--- src/rtl/rotor_bank_pkg.sv ---
package rotor_bank_pkg;

    parameter int unsigned LANES_DEF  = 8;
    parameter int unsigned LANE_W_DEF = 8;
    parameter int unsigned WORD_W_DEF = 128;
    parameter int unsigned TAP_W_DEF  = 8;

    // Alternating pattern: bit i set for odd i (0xAA for an 8-bit lane).
    function automatic logic [63:0] alt_pattern(input int unsigned width);
        logic [63:0] p;
        p = '0;
        for (int unsigned i = 0; i < 64; i++) begin
            if (i < width) p[i] = i[0];
        end
        return p;
    endfunction

endpackage

--- src/rtl/lane_parity_gate.sv ---
module lane_parity_gate #(
    parameter int unsigned WORD_W = rotor_bank_pkg::WORD_W_DEF,
    parameter int unsigned TAP_W  = rotor_bank_pkg::TAP_W_DEF
) (
    input  logic [WORD_W-1:0] state_i,
    input  logic [WORD_W-1:0] key_i,
    output logic              en_o
);
    localparam logic [WORD_W-1:0] TAP_MASK = {{(WORD_W-TAP_W){1'b0}}, {TAP_W{1'b1}}};

    logic [WORD_W-1:0] masked_and;

    always_comb begin
        masked_and = state_i & key_i & TAP_MASK;
        en_o       = ^masked_and;
    end
endmodule

--- src/rtl/lane_rotor_cell.sv ---
module lane_rotor_cell #(
    parameter int unsigned LANE_W = rotor_bank_pkg::LANE_W_DEF
) (
    input  logic              clk_i,
    input  logic              rst_i,
    input  logic              en_i,
    output logic [LANE_W-1:0] val_o
);
    localparam logic [63:0]       PAT_FULL = rotor_bank_pkg::alt_pattern(LANE_W);
    localparam logic [LANE_W-1:0] RST_PAT  = PAT_FULL[LANE_W-1:0];
    localparam logic [LANE_W-1:0] ALT_PAT  = ~RST_PAT;

    typedef struct packed {
        logic [LANE_W-1:0] pat;
    } lane_st_t;

    lane_st_t st_d, st_q;

    always_comb begin
        st_d = st_q;
        if (rst_i) begin
            st_d.pat = RST_PAT;
        end else if (en_i) begin
            st_d.pat = {st_q.pat[LANE_W-2:0], st_q.pat[LANE_W-1]};
        end
    end

    always_ff @(posedge clk_i) begin
        st_q <= st_d;
    end

    assign val_o = st_q.pat;


    reset_load_chk: assert property (@(posedge clk_i)
        rst_i |=> (val_o == RST_PAT));


    rotate_step_chk: assert property (@(posedge clk_i) disable iff (rst_i)
        en_i |=> (val_o == {$past(val_o[LANE_W-2:0]), $past(val_o[LANE_W-1])}));


    hold_value_chk: assert property (@(posedge clk_i) disable iff (rst_i)
        !en_i |=> $stable(val_o));


    two_values_chk: assert property (@(posedge clk_i) disable iff (rst_i)
        $past(rst_i) |-> ((val_o == RST_PAT) || (val_o == ALT_PAT)));
endmodule

--- src/rtl/parity_rotor_bank.sv ---
module parity_rotor_bank #(
    parameter int unsigned LANES  = rotor_bank_pkg::LANES_DEF,
    parameter int unsigned LANE_W = rotor_bank_pkg::LANE_W_DEF,
    parameter int unsigned WORD_W = rotor_bank_pkg::WORD_W_DEF,
    parameter int unsigned TAP_W  = rotor_bank_pkg::TAP_W_DEF
) (
    input  logic                          clk_i,
    input  logic                          rst_i,
    input  logic [WORD_W-1:0]             state_i,
    input  logic [LANES-1:0][WORD_W-1:0]  rkey_i,
    output logic [LANES-1:0][LANE_W-1:0]  lane_o
);
    logic [LANES-1:0] lane_en;

    for (genvar n = 0; n < LANES; n++) begin : g_lane
        lane_parity_gate #(
            .WORD_W (WORD_W),
            .TAP_W  (TAP_W)
        ) gate_i (
            .state_i (state_i),
            .key_i   (rkey_i[n]),
            .en_o    (lane_en[n])
        );

        lane_rotor_cell #(
            .LANE_W (LANE_W)
        ) cell_i (
            .clk_i (clk_i),
            .rst_i (rst_i),
            .en_i  (lane_en[n]),
            .val_o (lane_o[n])
        );

        // with its own gate quiet, a lane is unaffected by the others
        lane_isolation_chk: assert property (@(posedge clk_i) disable iff (rst_i)
            !lane_en[n] |=> $stable(lane_o[n]));
    end
endmodule

--- config.mk ---
export PLATFORM = sky130hd
export DESIGN_NAME = parity_rotor_bank
export DESIGN_NICKNAME = d
export VERILOG_FILES = /design/src/rtl/rotor_bank_pkg.sv /design/src/rtl/lane_parity_gate.sv /design/src/rtl/lane_rotor_cell.sv /design/src/rtl/parity_rotor_bank.sv
export SDC_FILE = /design/constraint.sdc
export NUM_CORES = 1
export LEC_CHECK = 0
export CORE_AREA = 2 2 475 477
export CTS_BUF_LIST = sky130_fd_sc_hd__clkbuf_4 sky130_fd_sc_hd__clkbuf_8
export DETAILED_ROUTE_END_ITERATION = 16
export DIE_AREA = 0 0 477 479
export GPL_TIMING_DRIVEN = 0
export SYNTH_ARGS = -nofsm -noshare
export SYNTH_HDL_FRONTEND = slang
export SYNTH_SLANG_ARGS = --single-unit
--- constraint.sdc ---
create_clock -name clk_i -period 3.25 [get_ports clk_i]
set_input_delay 0.325 -clock clk_i [delete_from_list [all_inputs] [get_ports clk_i]]
set_output_delay 0.325 -clock clk_i [all_outputs]
set_load 0.01 [all_outputs]
==> results of run 1 <==
==> final cells by class <==
type,instances,share of cell area [%]
clock inverter,7,1.16
timing repair buffer,130,15.2
buffer,22,1.31
antenna,1,0.0284
multi-input combinational,312,23.9
tap,2992,42.5
sequential,64,14.5
clock buffer,9,1.41
==> worst max-delay path: stages <==
cell             delay, ns
clkdlybuf4s50_1       0.48
nand2_2               0.06
xor2_1                0.21
xnor2_1               0.14
xnor2_2               1.00
mux2i_1               0.29
==> metal layers <==
layer	up-vias	global-route usage, %
met5	-	0
met4	0	1.52
met3	19	0.115
met2	24	4.34
met1	1507	0.866
li1	1536	-
==> cell usage after synthesis <==
cell	instances	area, um2
dfxtp_1	64	1280
mux2i_1	64	641
nand2b_1	64	400
nor2_1	64	240
nand2_1	56	210
xnor2_1	32	280
xor2_1	16	140
clkbuf_1	14	52.6
nand2_2	8	50.1
xnor2_2	8	130
buf_4	4	30.0
buf_2	2	10.0
buf_6	2	22.5
==> worst min path at each step <==
stage | endpoint | slack, ns
2_1_floorplan | g_lane[0].cell_i.val_o[0] | 0.50
3_3_place_gp | g_lane[2].cell_i.val_o[6] | 0.47
3_5_place_dp | g_lane[3].cell_i.val_o[4] | 0.48
4_1_cts | g_lane[3].cell_i.val_o[4] | 0.43
5_1_grt | g_lane[3].cell_i.val_o[4] | 0.49
6_report | g_lane[3].cell_i.val_o[4] | 0.43
==> power by group <==
part           switching [mW]  internal [mW]  total, mW
registers               0.311           1.10       1.42
logic                   0.971           1.05       2.03
clock network           0.468          0.440      0.908
total                    1.75           2.60       4.35
==> stage by stage <==
step	instance area [um2]	utilization, %	power [mW]
2_1_floorplan	3490	-	2.21
3_3_place_gp	8510	3.81	3.49
3_5_place_dp	8580	3.84	3.59
4_1_cts	8810	3.94	4.55
5_1_grt	8810	3.94	4.59
6_report	8810	3.94	4.35
==> kinds of logic (layout without fill, tap and decap cells) <==
kind of cell	Yosys count	in the layout
AND/OR/NAND/NOR	192	192
multiplexers	64	64
flip-flops	64	64
XOR/XNOR	56	56
buffers and inverters	22	168
other	0	1
==> flow_summary.json, run 1 <==
{
  "drive_gt1_share_pct": 7.72,
  "largest_register_ffs": 64,
  "setup_viol": 0,
  "final_cells": 3537,
  "area_growth_pct": 153,
  "wl_met3_um": 91,
  "whs_path_depth": 2,
  "finalMaxSlewViolations": 0,
  "drtAntennaViolNets": 0,
  "place.gp.congestion": 0.710,
  "htree_levels": 3,
  "io_buffers": 128,
  "drc": 0,
  "regToRegStartpoint": "g_lane[3].cell_i.val_o[4]",
  "dieArea_um2": 228000,
  "synth-simple-area-share_pct": 25.8,
  "regArea_um2": 1280,
  "start_util_pct": 1.56,
  "synth_fp_nets": 1552,
  "rsz0062_at_grt": "false",
  "hold_viol": 0,
  "path_max_fanout": 8,
  "grt_antenna_before_repair": 2,
  "syn-instance-count": 398,
  "grt_pass1_wl_um": 25700,
  "synthXorXnorAreaFrac_pct": 15.8,
  "required_ns": 3.57,
  "clockBufferDepth": 2,
  "die_h_um": 479,
  "placedCellCount": 3520,
  "relSlewSlack_pct": 13.1,
  "end_kind": "flop",
  "max_freq_mhz": 457,
  "cts_tree": "built",
  "holdWs_ns": 0.434,
  "start_kind": "input port",
  "cts_setup_buffers": 0,
  "synth_seq_cells": 64,
  "hpwl_um": 17000,
  "pin_count": 1218,
  "finalSetupTns_ns": 0,
  "post_cts_resized": 0,
  "critical_path_arrival_ns": 2.51,
  "hold_buffers": 0,
  "num_vias": 3086,
  "met1_length_um": 3880,
  "syn_avg_cell_area_um2": 8.76,
  "worst_pin_slew_ns": 1.30,
  "drv_cap": 0,
  "status": "complete, no violations",
  "rrSetupSlack_ns": 2.08,
  "pwr_density_cell_nw_per_um2": 494,
  "grt_max_degree": 14,
  "highest_layer": "met4",
  "synth_top_family_by_area": "simple AND/OR/NAND/NOR gates",
  "fillCellCount": 26550,
  "yosysUniqueCellTypes": 13,
  "synth-adder-area-share_pct": 0,
  "core.rowCount": 174,
  "synth-compound-area-share_pct": 0,
  "hp-class": "flop to flop",
  "multiInputGateArea_um2": 2100,
  "final_net_count": 1693,
  "clkTransAtPathRegs_ns": 0.14,
  "first_pass_iters": 5,
  "seq_area_frac_synth_pct": 36.7,
  "reg2reg_depth": 2,
  "cts-root-buf": "clkbuf_8",
  "period_minus_slack_ns": 2.19,
  "avgRoutedWirePerCell_um": 5.59,
  "p_leak_nw": 2.19,
  "wl_um": 19800,
  "first_global_vias": 3106,
  "yosysWarningCount": 0,
  "cts_sinks": 64,
  "numCtsBuffers": 9,
  "final_common_cell": "clkdlybuf4s50_1",
  "hp-start": "g_lane[3].cell_i.val_o[3]",
  "core_area_um2": 224000,
  "clk_latency_ns": 0.45,
  "dp_slack_ns": 0.421,
  "fin_ws_ns": 1.06,
  "drtIter0Drc": 103,
  "post-route-period-util_pct": 67.3,
  "ir_drop_mv": 0.195,
  "wl_met2_um": 14700,
  "reg2reg_to": "g_lane[3].cell_i.val_o[5]",
  "viasPerCell": 0.872,
  "die_x_um": 477,
  "final_cell_mix": "clkdlybuf4s50_1 (128), nand2b_1 (64), mux2i_1 (64), nor2_1 (64), dfxtp_1 (64)",
  "track_usage_pct": 1.73,
  "crit_path_start": "rkey_i[387]",
  "grt.overflow.total": 0,
  "skew_ns": 0.0489,
  "syn_area_um2": 3490,
  "synth.area.mux_share_pct": 18.4,
  "critPathKind": "input port to flop",
  "setup.worst_path.end": "g_lane[3].cell_i.val_o[2]"
}
No activity file was read; power rests on OpenSTA's default activity.
==> inputs of run 2 (changes only) <==
--- a/config.mk
+++ b/config.mk
@@ -5,10 +5,10 @@
 export SDC_FILE = /design/constraint.sdc
 export NUM_CORES = 1
 export LEC_CHECK = 0
-export CORE_AREA = 2 2 475 477
+export CORE_AREA = 2 2 476 478
 export CTS_BUF_LIST = sky130_fd_sc_hd__clkbuf_4 sky130_fd_sc_hd__clkbuf_8
 export DETAILED_ROUTE_END_ITERATION = 16
-export DIE_AREA = 0 0 477 479
+export DIE_AREA = 0 0 478 480
 export GPL_TIMING_DRIVEN = 0
 export SYNTH_ARGS = -nofsm -noshare
 export SYNTH_HDL_FRONTEND = slang
==> constraint.sdc (replaced) <==
create_clock -name clk_i -period 2 [get_ports clk_i]
set_input_delay 0.2 -clock clk_i [delete_from_list [all_inputs] [get_ports clk_i]]
set_output_delay 0.2 -clock clk_i [all_outputs]
set_load 0.01 [all_outputs]
==> run 2 against run 1 <==
Against the previous run: the flow now finishes with violations (setup timing); wire length fell by 3.4%; clock power rose by 49%; largest cell class unchanged; setup slack got worse by 1.1 ns; global-route usage fell by 0.060 points; sequential share of layout area barely moved; critical path depth did not move; largest power group unchanged; register-to-register slack got worse by 1.1 ns; power rose by 56%.
==> flow_summary.json, run 2 (synthesis gave the netlist of run 1 again) <==
{
  "final_cell_mix": "clkdlybuf4s50_1 (127), nand2b_1 (64), mux2i_1 (64), nor2_1 (64), dfxtp_1 (64)",
  "max_freq_mhz": 488,
  "grt.overflow.total": 0,
  "drv_cap": 0,
  "pwr_density_cell_nw_per_um2": 773,
  "pin_count": 1218,
  "hp-start": "rst_i",
  "post_cts_resized": 6,
  "ir_drop_mv": 0.313,
  "p_seq_share_pct": 32.6,
  "multiInputGateArea_um2": 2140,
  "finalSetupTns_ns": -0.146,
  "period_minus_slack_ns": 2.05,
  "power_switching_mw": 2.70,
  "num_vias": 3008,
  "required_ns": 2.33,
  "power_frac_clock_pct": 19.8,
  "clockBufferDepth": 2,
  "largest_register_ffs": 64,
  "cts_setup_buffers": 0,
  "fin_ws_ns": -0.0494,
  "cts_sinks": 64,
  "drtAntennaViolNets": 0,
  "place.gp.congestion": 0.722,
  "skew_ns": 0.0415,
  "drtIter0Drc": 139,
  "core.rowCount": 174,
  "hold_viol": 0,
  "crit_path_start": "rkey_i[131]",
  "relSlewSlack_pct": 9.49,
  "drc": 0,
  "avgRoutedWirePerCell_um": 5.41,
  "crit_chain": "clkdlybuf4s50_1 > nand2_2 > xor2_1 > xnor2_1 > xnor2_2 > mux2i_1",
  "io_buffers": 128,
  "cts-root-buf": "clkbuf_8",
  "rsz0062_at_grt": "false",
  "p_int_mw": 4.09,
  "track_usage_pct": 1.67,
  "die_h_um": 480,
  "fillCellCount": 26560,
  "first_pass_iters": 4,
  "htree_levels": 3,
  "worst_pin_slew_ns": 1.35,
  "start_util_pct": 1.56,
  "p_leak_nw": 2.18,
  "viasPerCell": 0.851,
  "hpwl_um": 16300,
  "crit_family": "XOR/XNOR gates",
  "p_comb_share_pct": 47.6,
  "path_max_fanout": 8,
  "post-route-period-util_pct": 102,
  "swShare_pct": 39.8,
  "slowest_stage": "xnor2_2",
  "wl_um": 19100,
  "end_kind": "flop",
  "first_global_vias": 2946,
  "clk_latency_ns": 0.45,
  "critPathKind": "input port to flop",
  "cts_tree": "built",
  "status": "finished, violations left",
  "hp-class": "input port to flop",
  "violations": "setup timing",
  "die_x_um": 478,
  "area_growth_pct": 152,
  "final_net_count": 1692,
  "regArea_um2": 1280,
  "clkTransAtPathRegs_ns": 0.09,
  "grt_max_degree": 13,
  "regToRegStartpoint": "g_lane[1].cell_i.val_o[3]",
  "critical_path_arrival_ns": 2.38,
  "grt_antenna_before_repair": 2,
  "setup_viol": 5,
  "final_core_util_pct": 3.93,
  "dieArea_um2": 229000,
  "hold_buffers": 0,
  "crit_buf_inv": 1,
  "finalMaxSlewViolations": 0,
  "final_common_cell": "clkdlybuf4s50_1",
  "numCtsBuffers": 9,
  "drive_gt1_share_pct": 7.92,
  "core_area_um2": 224000,
  "start_kind": "input port",
  "crit_path_max_incr_delay_ns": 1.03,
  "grt_pass1_wl_um": 24600
}
-- run 2: cell type report --
cell class                 count  area share [%]
buffer                        22            1.34
multi-input combinational    312            24.3
sequential                    64            14.6
antenna                        1          0.0285
tap                         2992            42.6
timing repair buffer         129            14.9
clock inverter                 6           0.754
clock buffer                  10            1.57
-- run 2: worst min-delay path, delay by kind of cell --
kind	cells	cell delay [ns]
and+or+nand+nor	1	0.20
buffers and inverters	1	0.21
muxes	1	0.11
-- run 2: path summary, 6_finish.rpt --
check                         endpoint  slack, ns  cells past startpoint
max          g_lane[1].cell_i.val_o[5]      -0.05                      6
min          g_lane[7].cell_i.val_o[0]       0.36                      3
max reg2reg  g_lane[1].cell_i.val_o[4]       0.99                      2
min reg2reg  g_lane[1].cell_i.val_o[0]       0.47                      2
-- run 2: power by group through the flow --
stage / registers [mW] / clock network [mW] / logic (mW)
2_1_floorplan: 2.40 / 0 / 1.19
4_1_cts: 2.22 / 1.48 / 3.42
3_5_place_dp: 2.25 / 0 / 3.38
6_report: 2.21 / 1.35 / 3.24
3_3_place_gp: 2.23 / 0 / 3.30
5_1_grt: 2.29 / 1.47 / 3.46
-- run 2: through the flow --
stage	cells	area, um2	hold slack [ns]	power [mW]	worst slack (ns)
floorplan	398	3490	0.505	3.59	0.569
global placement	3518	8510	0.474	5.52	-0.649
detailed placement	3519	8550	0.477	5.63	-0.680
CTS	3535	8790	0.285	7.12	0.00344
global route	3536	8790	0.363	7.23	0.0122
finish	3536	8790	0.363	6.80	-0.0494
-- run 2: routing by layer --
metal | vias to the layer above | share of wire [%] | track usage [%]
li1 | 1526 | - | -
met1 | 1439 | 21 | 0.912
met2 | 24 | 74 | 4.14
met3 | 19 | 0.95 | 0.151
met4 | 0 | 4.1 | 1.30
met5 | - | 0 | 0
==> inputs of run 3 (changes only) <==
--- a/config.mk
+++ b/config.mk
@@ -5,6 +5,7 @@
 export SDC_FILE = /design/constraint.sdc
 export NUM_CORES = 1
 export LEC_CHECK = 0
+export CAP_MARGIN = 20
 export CORE_AREA = 2 2 476 478
 export CTS_BUF_LIST = sky130_fd_sc_hd__clkbuf_4 sky130_fd_sc_hd__clkbuf_8
 export DETAILED_ROUTE_END_ITERATION = 16
==> run 3 against run 2 <==
Against the previous run: register-to-register slack worse by 0.02 ns; critical path type unchanged; combinational power is 5% higher; the run now ends clean; largest power group unchanged; design area up 2.1%; largest cell class unchanged; die area stayed put.
==> flow_summary.json, run 3 (synthesis gave the netlist of run 1 again) <==
{
  "pwr_density_cell_nw_per_um2": 787,
  "status": "complete, no violations",
  "critical_path_arrival_ns": 2.15,
  "period_minus_slack_ns": 1.83,
  "drtIter0Drc": 112,
  "final_cells": 3547,
  "end_kind": "flop",
  "cts_sinks": 64,
  "path_max_fanout": 10,
  "final_cell_mix": "clkdlybuf4s50_1 (127), nand2b_1 (64), mux2i_1 (64), nor2_1 (64), dfxtp_1 (64)",
  "pin_count": 1218,
  "final_core_util_pct": 4.01,
  "cts_setup_buffers": 0,
  "drv_cap": 0,
  "first_global_vias": 2968,
  "first_pass_iters": 4,
  "crit_chain": "clkbuf_1 > clkbuf_1 > clkbuf_1 > buf_16 > nor2_1 > mux2i_1",
  "area_growth_pct": 157,
  "hpwl_um": 16500,
  "final_cell_area_um2": 8980,
  "slowest_stage": "clkbuf_1",
  "max_freq_mhz": 548,
  "p_leak_nw": 2.27,
  "start_util_pct": 1.56,
  "setup_viol": 0,
  "post-route-period-util_pct": 91.3,
  "worst_pin_slew_ns": 1.09,
  "hold_viol": 0,
  "dieArea_um2": 229000,
  "grt_pass1_wl_um": 24500,
  "track_usage_pct": 1.65,
  "final_common_cell": "clkdlybuf4s50_1",
  "placedCellCount": 3528,
  "wl_um": 19100,
  "path_common_cell": "clkbuf_1",
  "grt_antenna_before_repair": 2,
  "required_ns": 2.33,
  "htree_levels": 3,
  "die_h_um": 480,
  "grt_max_degree": 12,
  "core_area_um2": 224000,
  "relSlewSlack_pct": 27.4,
  "start_kind": "input port",
  "num_vias": 3055,
  "clk_latency_ns": 0.44,
  "cts_tree": "built",
  "place.gp.congestion": 0.722,
  "largest_register_ffs": 64,
  "drtAntennaViolNets": 0,
  "holdWs_ns": 0.353,
  "core.rowCount": 174,
  "numCtsBuffers": 9,
  "drive_gt1_share_pct": 9.06,
  "finalMaxSlewViolations": 0,
  "crit_path_max_incr_delay_ns": 0.78,
  "final_net_count": 1701,
  "grt.overflow.total": 0,
  "viasPerCell": 0.861,
  "critPathKind": "input port to flop",
  "cts-root-buf": "clkbuf_8",
  "hp-class": "input port to flop",
  "hold_buffers": 0,
  "die_x_um": 478,
  "crit_family": "buffers and inverters",
  "clkTransAtPathRegs_ns": 0.09,
  "crit_buf_inv": 4,
  "avgRoutedWirePerCell_um": 5.39,
  "clockBufferDepth": 2,
  "skew_ns": 0.0477,
  "rsz0062_at_grt": "false",
  "drc": 0,
  "ir_drop_mv": 0.419,
  "io_buffers": 128,
  "placed_area_um2": 8750
}
==> run 3: layer usage <==
metal	wire [um]	GRT usage, %
met5	0	0
met4	1090	1.51
met3	134	0.0865
met2	14100	4.06
met1	3820	0.865
==> run 3: worst register-to-register path, delay by kind of cell, from the launching register on <==
family / cells / cell delay [ns]
DFF: 1 / 0.38
muxes: 1 / 0.26
and+or+nand+nor: 1 / 0.33
==> run 3: worst paths after layout <==
kind	slack (ns)	cells past startpoint	end	start
max	0.17	6	g_lane[5].cell_i.val_o[3]	rst_i
min	0.35	3	g_lane[7].cell_i.val_o[0]	rst_i
max reg2reg	0.97	2	g_lane[1].cell_i.val_o[4]	g_lane[1].cell_i.val_o[3]
min reg2reg	0.45	2	g_lane[1].cell_i.val_o[0]	g_lane[1].cell_i.val_o[7]
==> run 3: area by class of cell <==
class,instances,area [um2]
flip-flops and latches,64,1280
clock buffers,11,139
clock inverters,5,81.3
multi-input cells,312,2100
diodes,3,7.51
repair buffers,138,1510
fillers,26536,215000
well taps,2992,3740
plain buffers,22,115
==> run 3: stage by stage <==
step / TNS (ns) / setup slack (ns) / power, mW
after CTS: 0 / 0.182 / 7.36
after floorplan: 0 / 0.569 / 3.59
final: 0 / 0.174 / 7.06
after detailed placement: -4.94 / -0.263 / 5.82
after global placement: -30.52 / -0.649 / 5.52
after global routing: 0 / 0.144 / 7.46
==> run 3: power breakdown <==
part	switching, mW	internal [mW]	total (mW)
Sequential	0.417	1.79	2.21
Clock	0.717	0.732	1.45
Combinational	1.58	1.82	3.40
==> run 3: what timing repair did <==
action,4_1_cts,5_1_grt
endpoints found under the setup margin,1,0
resized for setup,1,0
hold endpoints to repair,0,0
